`src/rtl/regbank_pkg.sv`:
```
package regbank_pkg;
    localparam int OPND_W   = 8;
    localparam int BANK_W   = 2;
    localparam int PHYS_W   = OPND_W + BANK_W;
    localparam int FIELD_W  = 4;
    localparam int SEL_W    = 2 * FIELD_W;
    localparam logic [OPND_W-1:0] SFR_LAST  = 8'h23;
    localparam logic [SEL_W-1:0]  SEL_BOOT  = 8'h11;
    localparam logic [BANK_W-1:0] REDIR_BANK = 2'd1;

    typedef enum logic [1:0] {
        MAP_REDIRECT,
        MAP_SFR,
        MAP_BANKED
    } map_kind_e;

    typedef struct packed {
        logic [BANK_W-1:0] data_bank;
        logic [BANK_W-1:0] stack_bank;
        logic              force_bank0;
    } bank_ctx_t;

    typedef struct packed {
        logic [PHYS_W-1:0] addr;
        logic              sfr;
        logic              zero;
    } map_out_t;

    function automatic map_kind_e classify(input logic [OPND_W-1:0] a, input logic word);
        if (word && a[0])
            return MAP_REDIRECT;
        else if (a <= SFR_LAST)
            return MAP_SFR;
        else
            return MAP_BANKED;
    endfunction
endpackage

```
`src/rtl/bank_select.sv`:
```
module bank_select
    import regbank_pkg::*;
(
    input  logic             clk,
    input  logic             rst,
    input  logic             sel_we,
    input  logic [SEL_W-1:0] sel_wdata,
    input  logic             bank0_cmd,
    input  logic             insn_done,
    output bank_ctx_t        ctx
);
    logic [SEL_W-1:0] sel_q;
    logic             ovr_q;

    always_ff @(posedge clk) begin
        if (rst)
            sel_q <= SEL_BOOT;
        else if (sel_we)
            sel_q <= sel_wdata;
    end

    // strobe wins over completion so the command's own done pulse cannot clear it
    always_ff @(posedge clk) begin
        if (rst)
            ovr_q <= 1'b0;
        else if (bank0_cmd)
            ovr_q <= 1'b1;
        else if (insn_done)
            ovr_q <= 1'b0;
    end

    logic [FIELD_W-1:0] data_field;
    logic [FIELD_W-1:0] stack_field;
    assign data_field  = sel_q[FIELD_W-1:0];
    assign stack_field = sel_q[SEL_W-1:FIELD_W];

    assign ctx.data_bank   = data_field[BANK_W-1:0];
    assign ctx.stack_bank  = stack_field[BANK_W-1:0];
    assign ctx.force_bank0 = ovr_q;

    logic unused_bits;
    assign unused_bits = ^{data_field[FIELD_W-1:BANK_W], stack_field[FIELD_W-1:BANK_W]};
endmodule

```
`src/rtl/addr_xlate.sv`:
```
module addr_xlate
    import regbank_pkg::*;
(
    input  logic [OPND_W-1:0] opnd_addr,
    input  logic              is_word,
    input  bank_ctx_t         ctx,
    output map_out_t          mo
);
    map_kind_e         kind;
    logic [BANK_W-1:0] bank;

    always_comb begin
        kind = classify(opnd_addr, is_word);
        bank = ctx.force_bank0 ? '0 : ctx.data_bank;
        mo   = '0;
        unique case (kind)
            MAP_REDIRECT: mo.addr = {REDIR_BANK, opnd_addr[OPND_W-1:1], 1'b0};
            MAP_SFR:      mo.addr = {{BANK_W{1'b0}}, opnd_addr};
            default:      mo.addr = {bank, opnd_addr};
        endcase
        mo.sfr  = (mo.addr[PHYS_W-1:OPND_W] == '0) && (mo.addr[OPND_W-1:0] <= SFR_LAST);
        mo.zero = (kind != MAP_REDIRECT) && (opnd_addr == '0);
    end
endmodule

```
`src/rtl/regbank_addr_map.sv`:
```
module regbank_addr_map
    import regbank_pkg::*;
(
    input  logic              clk,
    input  logic              rst,
    input  logic [7:0]        opnd_addr,
    input  logic              is_word,
    input  logic              bank0_cmd,
    input  logic              insn_done,
    input  logic              sel_we,
    input  logic [7:0]        sel_wdata,
    output logic [9:0]        phys_addr,
    output logic              sfr_hit,
    output logic              zero_force,
    output logic [1:0]        stack_bank
);
    bank_ctx_t ctx;
    map_out_t  mo;

    bank_select u_sel (
        .clk       (clk),
        .rst       (rst),
        .sel_we    (sel_we),
        .sel_wdata (sel_wdata),
        .bank0_cmd (bank0_cmd),
        .insn_done (insn_done),
        .ctx       (ctx)
    );

    addr_xlate u_xl (
        .opnd_addr (opnd_addr),
        .is_word   (is_word),
        .ctx       (ctx),
        .mo        (mo)
    );

    assign phys_addr  = mo.addr;
    assign sfr_hit    = mo.sfr;
    assign zero_force = mo.zero;
    assign stack_bank = ctx.stack_bank;
endmodule

```
`config.mk`:
```
export PLATFORM = sky130hd
export DESIGN_NAME = regbank_addr_map
export DESIGN_NICKNAME = d
export VERILOG_FILES = /design/src/rtl/regbank_pkg.sv /design/src/rtl/bank_select.sv /design/src/rtl/addr_xlate.sv /design/src/rtl/regbank_addr_map.sv
export SDC_FILE = /design/constraint.sdc
export NUM_CORES = 1
export LEC_CHECK = 0
export BUFFER_PORTS_ARGS = -buffer_cell sky130_fd_sc_hd__buf_4
export CELL_PAD_IN_SITES_DETAIL_PLACEMENT = 0
export CELL_PAD_IN_SITES_GLOBAL_PLACEMENT = 2
export CORE_AREA = 2 2 49 51
export CTS_CLUSTER_SIZE = 8
export DETAILED_ROUTE_END_ITERATION = 16
export DIE_AREA = 0 0 51 53
export PLACE_DENSITY_LB_ADDON = 0.05
export SLEW_MARGIN = 20
export SYNTH_ARGS = -nofsm -noshare
export SYNTH_HDL_FRONTEND = slang
export SYNTH_SLANG_ARGS = --single-unit
```
`constraint.sdc`:
```
create_clock -name clk -period 2.3 [get_ports clk]
set_input_delay 0.46 -clock clk [delete_from_list [all_inputs] [get_ports clk]]
set_output_delay 0.46 -clock clk [all_outputs]
set_load 0.05 [all_outputs]
```
# Word-level counts from Yosys, hierarchy flattened
# Index checks and enable logic that the tools add are counted.
# Widths: inputs -> output; s select.
dict set report totals {
  ff_bits 7
  latchBits 0
  mem_bits_rw 0
  romBits 0
  input_bits 22
  out_inout_bits 14
  wordCells 19
  n_memories 0
}
dict set report op_classes {
  addsub 0
  n_mul 0
  div_mod_pow 0
  magnitude_cmp 2
  n_eq_ne 1
  n_shift 0
  mux 6
  n_bitwise 0
  n_reduce_logical 8
}
# op n
set ops {}
lappend ops {{$pmux 10 s2} 1}
lappend ops {{$le 8x6->1 const B} 2}
lappend ops {{$logic_not 8->1} 1}
lappend ops {{$mux 2} 3}
lappend ops {{$logic_not 2->1} 2}
lappend ops {{$reduce_bool 2->1} 2}
lappend ops {{$logic_and 1x1->1} 3}
lappend ops {{$eq 2x1->1 const B} 1}
lappend ops {{$mux 1} 2}

# Longest topological paths before layout
# Gate-level depths: netlist of run 1.
dict set report logic_depth {
  word_depth 7
  mapped_depth 3
  ltp_nobuf 3
}

# Hierarchy
# From an unflattened synthesis of run 1, not the netlist that was laid out.
dict set report unflattened {
  cells_unflattened 35
  hier_area_um2 305.3
}
# module n_inst cells_each area_each_um2 seq_area_each_um2
set modules_own_cells {}
lappend modules_own_cells {bank_select 1 17 180.2 100.1}
lappend modules_own_cells {addr_xlate 1 18 125.1 0.0}

# Worst setup path before layout of run 1
# Ideal clock, no wire load.
dict set report synth_path {
  path_kind {input -> output}
  start {input port opnd_addr[7]}
  end {output port zero_force}
  t_arrival_ps 2026
  required_ps 1840
  path_slack_ps -186
  cell_stages 2
  path_cell_list {or4_1 > nor3_1}
}
dict set report synth_between {
  elab_chain_len 5
}
# item line
set synth_lines {}
lappend synth_lines {{start: declaration} regbank_addr_map.sv:6} ;# input logic [7:0] opnd_addr,
lappend synth_lines {{$le 8x6->1} regbank_pkg.sv:32} ;# else if (a <= SFR_LAST)
lappend synth_lines {{$mux 2} regbank_pkg.sv:32}
lappend synth_lines {{$mux 2} regbank_pkg.sv:30} ;# if (word && a[0])
lappend synth_lines {{$reduce_bool 2->1} addr_xlate.sv:22} ;# mo.zero = (kind != MAP_REDIRECT) && (opnd_addr == '0);
lappend synth_lines {{$logic_and 1x1->1 *} addr_xlate.sv:22}
lappend synth_lines {{end: declaration} regbank_addr_map.sv:14} ;# output logic zero_force,
# Every way passes the cells marked *; elsewhere a longest branch is shown, timed or not.

# Worst setup path in the final report of run 1
dict set report layout_path {
  start {input port opnd_addr[4]}
  end {output port sfr_hit}
}
dict set report layout_between {
  elab_chain_len 7
}
# item line
set layout_lines {}
lappend layout_lines {{$le 8x6->1} regbank_pkg.sv:32}
lappend layout_lines {{$mux 2} regbank_pkg.sv:32}
lappend layout_lines {{$mux 2} regbank_pkg.sv:30}
lappend layout_lines {{$eq 2x1->1 / $logic_not 2->1 (equally long branches)} addr_xlate.sv:16} ;# unique case (kind)
lappend layout_lines {{$pmux 10 s2 *} addr_xlate.sv:16}
lappend layout_lines {{$le 8x6->1 / $logic_not 2->1 (equally long branches)} addr_xlate.sv:21} ;# mo.sfr = (mo.addr[PHYS_W-1:OPND_W] == '0) && (mo.addr[OPND_W-1:0] <= SFR_LAST);
lappend layout_lines {{$logic_and 1x1->1 *} addr_xlate.sv:21}
lappend layout_lines {{end: declaration} regbank_addr_map.sv:13} ;# output logic sfr_hit,
# Marks and branches as above.

==> impl_metrics.ini, run 1 <==
[global_route]
overflow = 0
antenna_found_initial = 0
grt_pass1_vias = 281
grt_pass1_wl_um = 1131
track_usage = 0.06168
grt_max_degree = 7

[logic_synthesis]
syn_inst = 36
yosys.area_share.simple = 0.2540
synth_area_leader_cell = dfxtp_1
synth-compound-area-share = 0.1290
synth_xor_area_frac = 0
synth_area_leaders = dfxtp_1 32%, buf_4 22%, mux2i_1 6.5%, nor2b_1 6.0%, a211o_1 5.6%
synth_edf_count = 0
syn_avg_cell_area_um2 = 8.619
synth_adder_area_share = 0
synth_cell_types = 16
synthesis.nets = 58
syn_area_um2 = 310.3
synth_top_family_by_area = simple AND/OR/NAND/NOR gates
ys_async_sr_fraction = 0
synth_top_flop_cell = dfxtp_1
synth_mux_area_frac = 0.06452
yosys-top-cells-count = 9 x buf_4, 5 x dfxtp_1, 3 x nor2_1, 3 x nor2b_1
synth-seq-cells = 5
yosysWarnings = 0
synth_seq_area_share = 0.3226
synth_top_cell_area_share = 0.3226
synth.most_common_cell = buf_4

[floorplanning]
row_count = 17
fp.coreArea_mm2 = 0.002148
ioPinCount = 36
die_area_mm2 = 0.002703
die-height_um = 53
initial_utilization = 0.1444
die_x_um = 51

[layout]
layout-drive-gt1-share = 0.5968
area_delta_synth_final_pct = 74.60
diodes = 0
nNetsFinal = 85

[pwr]
p_int_mw = 0.2025
p_seq_frac = 0.312
pwr-share-clk = 0.326
p_leak_nw = 0.2646
p_sw_mw = 0.1043
pwr_density_cell_mw_per_mm2 = 566.3
ir_drop_mv = 0.2750
p_sw_frac = 0.3400
power_frac_comb = 0.362

[timing]
maxSlewViolCount = 0
hold_slack_ns = 0.4212
setup_viol = 0
slew-limit-headroom = 0.8535
grt_setup_unrepaired = false
max_freq_ghz = 0.4895
worst_pin_slew_ns = 0.2193
period_needed_ns = 2.043
clock_skew_ns = 0
tns_ns = 0
timing.final.crit_share = 0.8883
hold_viol = 0

[hold_path]
hold_path.class = input port to flop
hold_start = rst

[clock_tree]
cts_buffer_depth = 2
postCtsHoldBufs = 0
clk_pin_slew_ns = 0.04
htreeDepth = 1
cts_setup_buffers = 0
cts_tree = yes
cts-root-buf = clkbuf_4
cts_sinks = 5
clk_latency_ns = 0.24
cts_resized = 0
numCtsBuffers = 3

[drt]
drtAntennaViolNets = 0
route.detailed.drc = 0
drt_iter0_drc = 2
vias = 314
wl_um = 811
wl_per_cell_um = 9.011
viasPerCell = 3.489
drt_first_pass_iters = 2

[critical_path]
crit_path_end_kind = output port
crit_buf_inv = 2
path_max_fanout = 3
critPathLaunch = opnd_addr[4]
cp.required_ns = 1.84
crit_path_top_delay_cell = or3_4
cp.arrival_ns = 1.58
r2r_start = u_sel.sel_q[0]
crit_chain = buf_4 > or3_4 > a211oi_2 > and2_1 > buf_4
path_common_cell = buf_4
cp_top_family = simple AND/OR/NAND/NOR gates
crit_type = input port to output port
slowest_delay_ns = 0.39
cp-start-kind = input port

[run]
drv_cap = 0

[placement]
port_buffers = 31
routabilityCongestion = 0.5901

[run_status]
status = finished clean
-- power groups by stage --
stage | logic, mW | clock network, mW | registers [mW]
after floorplan | 0.0748 | 0 | 0.0963
after global placement | 0.113 | 0 | 0.0974
after detailed placement | 0.112 | 0 | 0.0973
after CTS | 0.113 | 0.108 | 0.0958
after global routing | 0.117 | 0.115 | 0.0962
final | 0.111 | 0.100 | 0.0956
-- state kept, by name, summed over array words and instances (netlist names) --
name / flops
u_sel.sel_q: 4
u_sel.ovr_q: 1
-- worst register-to-register path: cells and delay by family, from the launching register on --
kind,cells,cell delay (ns)
flops,1,0.30
simple gates,1,0.12
compound gates,1,0.21
-- worst paths after layout --
check,end,slack [ns],depth (start not counted)
min reg2reg,u_sel.sel_q[5],0.49,2
max,sfr_hit,0.26,5
max reg2reg,u_sel.sel_q[0],1.55,2
min,u_sel.ovr_q,0.42,2
-- cell usage in the layout, fill, tap and decap left out, types with 2 or more instances in the layout --
cell and count:
dfxtp_1 5, nor2b_1 3, nor2_1 3, mux2i_1 2
clkbuf_4 3, a211o_1 2, nand2_1 2, buf_4 31
-- logic make-up (layout without fill, tap and decap cells) --
group	after synthesis	after routing
and+or+nand+nor	14	14
buffers and inverters	10	36
AOI/OAI and AO/OA	5	5
DFF	5	5
muxes	2	2
-- layout make-up --
| cell class | instances | area [µm²] |
|---|---|---|
| well taps | 28 | 35.03 |
| fillers | 239 | 1607 |
| inverters | 1 | 3.754 |
| flip-flops and latches | 5 | 100.1 |
| clock buffers | 4 | 26.28 |
| repair buffers | 31 | 232.7 |
| multi-input cells | 21 | 143.9 |
-- per-stage QoR --
step | worst slack (ns) | power, mW | std cells | instance area (µm²) | utilization
after floorplan | 0.09233 | 0.1711 | 36 | 315.3 | -
after global placement | 0.2155 | 0.2107 | 86 | 515.5 | 0.2400
after detailed placement | 0.2408 | 0.2098 | 86 | 515.5 | 0.2400
after CTS | 0.2322 | 0.3166 | 90 | 541.8 | 0.2522
after global routing | 0.1885 | 0.3288 | 90 | 541.8 | 0.2522
final | 0.2569 | 0.3068 | 90 | 541.8 | 0.2522
-- per-layer routing --
layer	GRT usage	vias up	routed length [µm]
met5	0	-	0
met3	0.04520	0	68
met2	0.08442	18	400
met1	0.06610	128	342
met4	0.04054	0	0
li1	-	168	-
Power figures use the tool's default switching activity.
==> run 2: changes to the inputs <==
CORE_AREA = 2 2 69 45   (was 2 2 49 51)
DIE_AREA = 0 0 71 47   (was 0 0 51 53)
clock period = 1.65 ns   (was 2.3 ns; I/O delays follow)
==> run 2 against run 1 <==
Effect of this change:
- the flow now finishes with violations (negative setup slack)
- utilization fell by 0.30 points
- combinational power up 65%
- worst setup slack lost 0.37 ns
- non-clock buffer count is 6 higher
- clock power increased by 120%
- first-iteration DRC count rose to 5.0 times the previous value
- final cell count increased by 13%
- flip-flop and latch count unchanged
- count of clock-buffer cells in the layout stayed put
- via count grew 8.3%
- sequential share of layout area is 3.7 points lower
- global-route usage shrank 0.42 points
- critical path type unchanged
- critical endpoint is now phys_addr[9]
==> impl_metrics.ini, run 2 (same netlist as run 1, synthesis figures left out) <==
[run_status]
status = finished with violations
violations = negative setup slack

[timing]
maxSlewViolCount = 0
grt_setup_unrepaired = true
worst_pin_slew_ns = 0.2268
period_needed_ns = 1.758
slew-limit-headroom = 0.8483
hold_viol = 0
finalWorstSetupSlack_ns = -0.1083
clock_skew_ns = 0
setup_viol = 3
max_freq_ghz = 0.5687
timing.final.crit_share = 1.066

[global_route]
grt_max_degree = 7
overflow = 0
grt_pass1_wl_um = 1386
grt_pass1_vias = 305
track_usage = 0.05752
antenna_found_initial = 0

[clock_tree]
cts-root-buf = clkbuf_8
clk_latency_ns = 0.21
numCtsBuffers = 3
htreeDepth = 1
clk_pin_slew_ns = 0.04
cts_tree = yes
cts_buffer_depth = 2
cts_sinks = 5

[layout]
nNetsFinal = 91
diodes = 0
area_delta_synth_final_pct = 118.5
layout_common_cells = 29 x buf_4, 7 x buf_6, 5 x dfxtp_1
largest_reg_flops = 4
top_regs = u_sel.sel_q x4, u_sel.ovr_q x1
final_util = 0.2492
layout-drive-gt1-share = 0.6765
top_register = u_sel.sel_q
final_common_cell = buf_4

[drt]
wl_per_cell_um = 9.422
route.detailed.drc = 0
viasPerCell = 3.333
drt_iter0_drc = 10
drt_first_pass_iters = 3
drtAntennaViolNets = 0
vias = 340
wl_um = 961

[floorplanning]
row_count = 15
fp.coreArea_mm2 = 0.002721
initial_utilization = 0.1140
ioPinCount = 36
die_area_mm2 = 0.003337
die_x_um = 71
die-height_um = 47

[pwr]
p_leak_nw = 0.3227
pwr_density_cell_mw_per_mm2 = 798.9
power_mw = 0.5418
ir_drop_mv = 0.1905

[critical_path]
reg2regPathDepth = 2
critPathLaunch = opnd_addr[2]
r2r_start = u_sel.sel_q[0]
cp.required_ns = 1.32
path_max_fanout = 3
crit_path_end_kind = output port
cp.arrival_ns = 1.43
cp-start-kind = input port
crit_type = input port to output port

[run]
drv_cap = 0

[placement]
port_buffers = 31
place_hpwl_um = 804.7
routabilityCongestion = 0.5765

[hold_path]
holdPathStages = 2
hold_path.class = input port to flop
hold_start = sel_wdata[0]
run 2: routing by layer:
metal	global-route usage	vias up	wire, µm
li1	-	176	-
met4	0.01132	0	0
met1	0.07024	148	408
met2	0.08411	16	447
met3	0.04077	0	106
met5	0	-	0
run 2: power breakdown:
group	switching [mW]	leakage [nW]	internal [mW]
Sequential	0.00501	0.0416	0.130
Clock	0.0584	0.0228	0.166
Combinational	0.103	0.258	0.0803
Total	0.166	0.323	0.376
run 2: worst paths after layout:
kind                          to  slack, ns
setup / recovery    phys_addr[9]      -0.11
hold / removal    u_sel.sel_q[0]       0.32
setup reg to reg  u_sel.sel_q[0]       0.90
hold reg to reg   u_sel.sel_q[5]       0.50
run 2: repair_timing:
action                                  4_1_cts  5_1_grt
hold endpoints to repair                      0        0
endpoints found under the setup margin        4        4
pin swaps                                     3        3
resized for setup                             9        4
buffers inserted                              0        2
cloned                                        0        0
hold buffers                                  0        0
run 2: area by class of cell:
class	count	area, µm²
well taps	34	42.54
fillers	309	2043
repair buffers	37	311.5
inverters	1	3.754
multi-input cells	21	175.2
flip-flops and latches	5	100.1
clock buffers	4	45.04
run 2: through the flow:
step                      hold slack, ns  setup TNS, ns  setup slack [ns]  area [µm²]  cells
final                             0.3159        -0.2333           -0.1083       678.2    102
after global routing              0.3160        -0.3399           -0.1367       678.2    102
after CTS                         0.3136        -0.2562           -0.1138       645.6    100
after detailed placement          0.4976        -0.5082           -0.1959       560.5     96
after global placement            0.4981        -0.5797           -0.2136       560.5     96
after floorplan                   0.4024        -0.2271           -0.1652       322.8     36
run 2: worst max-delay path, cell delays in order:
cell and delay [ns]:
buf_6 0.09, or3_4 0.40, a211oi_4 0.26, buf_4 0.16, nor3_4 0.03, buf_6 0.15
==> run 3: changes to the inputs <==
SYNTH_HIERARCHICAL = 1   (was unset)
==> run 3 against run 2 <==
Effect of this change:
- the flow still finishes with violations (negative setup slack)
- final cell count decreased by 2.0%
- utilization decreased by 1.2 points
- clock power about the same
- highest routed layer unchanged
- via count decreased by 3.2%
- non-clock buffer count decreased by 2
- global-route usage decreased by 0.10 points
==> impl_metrics.ini, run 3 <==
[run_status]
status = finished with violations
violations = negative setup slack

[drt]
drtAntennaViolNets = 0
route.detailed.drc = 0
drt_iter0_drc = 6
wl_per_cell_um = 8.910
drt_first_pass_iters = 4
vias = 329
viasPerCell = 3.290
wl_um = 891

[logic_synthesis]
synth_adder_area_share = 0
synth_top_family_by_area = simple AND/OR/NAND/NOR gates
yosysWarnings = 6
synth_mux_area_frac = 0.06557
synthesis.nets = 57
synth-compound-area-share = 0.1311
syn_avg_cell_area_um2 = 8.723
synth_area_leaders = dfxtp_1 33%, buf_4 20%, mux2i_1 6.6%, nor2b_1 6.1%, a211o_1 5.7%
synth_xor_area_frac = 0
synth_edf_count = 0
synth_area_leader_cell = dfxtp_1
yosys.area_share.simple = 0.2664
syn_area_um2 = 305.3
synth_top_flop_cell = dfxtp_1
synth_cell_types = 16
synth.most_common_cell = buf_4
yosys-top-cells-count = 8 x buf_4, 5 x dfxtp_1, 3 x nor2b_1
synth_top_cell_area_share = 0.3279
synth_seq_area_share = 0.3279
synth-seq-cells = 5
ys_async_sr_fraction = 0
syn_inst = 35

[hold_path]
holdPathStages = 2
hold_start = rst
hold_path.class = input port to flop

[critical_path]
path_max_fanout = 2
regToRegSetupSlack_ns = 0.91
critical_path_depth = 6
slowest_delay_ns = 0.40
cp-start-kind = input port
path_common_cell = buf_6
cp.required_ns = 1.32
critPathLaunch = opnd_addr[2]
r2r_start = u_sel/sel_q[4]
reg2regPathDepth = 2
crit_path_top_delay_cell = or3_4
cp_top_family = simple AND/OR/NAND/NOR gates
crit_chain = buf_6 > or3_4 > a211oi_4 > buf_4 > o21ai_2 > buf_6
cp.arrival_ns = 1.40
crit_path_end_kind = output port
crit_buf_inv = 3
crit_type = input port to output port

[floorplanning]
die_x_um = 71
fp.coreArea_mm2 = 0.002721
row_count = 15
die_area_mm2 = 0.003337
initial_utilization = 0.1122
ioPinCount = 36
die-height_um = 47

[global_route]
grt_max_degree = 7
track_usage = 0.05652
overflow = 0
grt_pass1_vias = 302
grt_pass1_wl_um = 1324
antenna_found_initial = 0

[run]
drv_cap = 0

[layout]
area_delta_synth_final_pct = 111.5
largest_reg_flops = 4
nNetsFinal = 89
final_util = 0.2372
final_cells = 100
top_regs = u_sel/sel_q x4, u_sel/ovr_q x1
diodes = 0
n_fill_cell = 302
top_register = u_sel/sel_q
layout_common_cells = 29 x buf_4, 5 x buf_6, 5 x dfxtp_1
layout-drive-gt1-share = 0.6667
fin_area_um2 = 645.6
multi_input_area_um2 = 165.2
regArea_um2 = 100.1
final_common_cell = buf_4

[timing]
worst_pin_slew_ns = 0.1785
finalWorstSetupSlack_ns = -0.08447
slew-limit-headroom = 0.8806
timing.final.crit_share = 1.051
tns_ns = -0.1846
maxSlewViolCount = 0
max_freq_ghz = 0.5765
hold_viol = 0
period_needed_ns = 1.734
grt_setup_unrepaired = true
clock_skew_ns = 0
setup_viol = 3

[placement]
routabilityCongestion = 0.5383
place_hpwl_um = 765.4
dp_cells = 95
dp_slack_ns = -0.1862
port_buffers = 31
postPlaceCellArea_um2 = 555.5

[clock_tree]
numCtsBuffers = 3
clk_pin_slew_ns = 0.04
cts_buffer_depth = 2
cts_tree = yes
cts_sinks = 5
clk_latency_ns = 0.22
htreeDepth = 1
cts-root-buf = clkbuf_8

[pwr]
ir_drop_mv = 0.2644
pwr_density_cell_mw_per_mm2 = 827.9
p_leak_nw = 0.3044
[run 3: cell type report]
type	count	area share
sequential	5	0.1550
clock buffer	4	0.06977
multi-input combinational	21	0.2558
inverter	1	0.005814
tap	34	0.06589
timing repair buffer	35	0.4477
[run 3: worst paths after layout]
check	to
setup / recovery	phys_addr[8]
hold reg to reg	u_sel/ovr_q
hold / removal	u_sel/ovr_q
setup reg to reg	u_sel/sel_q[4]
[run 3: metal layers]
metal	routed length, µm	share of wire	track usage	vias to the layer above
met5	0	0	0	-
met4	0	0	0.01132	0
met3	82	0.092	0.04721	0
met2	359	0.40	0.07477	13
met1	449	0.50	0.07006	144
li1	-	-	-	172
[run 3: timing repair]
item	4_1_cts	5_1_grt
endpoints found under the setup margin	4	4
hold buffers	0	0
setup buffers	1	0
pin swaps	4	0
hold endpoints to repair	0	0
resized for setup	7	2
[run 3: report_power, final]
part / switching, mW / leakage, nW / internal [mW] / total, mW
clock network: 0.0597 / 0.0228 / 0.166 / 0.226
logic: 0.0998 / 0.240 / 0.0753 / 0.175
registers: 0.00420 / 0.0416 / 0.130 / 0.134
[run 3: through the flow]
stage	hold WS (ns)	total power, mW
detailed placement	0.5014	0.3003
global placement	0.4864	0.3017
global route	0.3169	0.5607
floorplan	0.3991	0.2388
finish	0.3163	0.5345
CTS	0.3113	0.5389
[run 3: kinds of logic (layout without fill, tap and decap cells)]
kind of cell           Yosys count  count (layout)
AO/OA/AOI/OAI                    5               5
buffers and inverters            9              40
flip-flops                       5               5
multiplexers                     2               2
AND/OR/NAND/NOR                 14              14
[run 3: worst reg2reg max path, stage by stage, from the launching register on]
cell and delay (ns):
dfxtp_1 0.30, nor2b_1 0.12, a211o_1 0.21
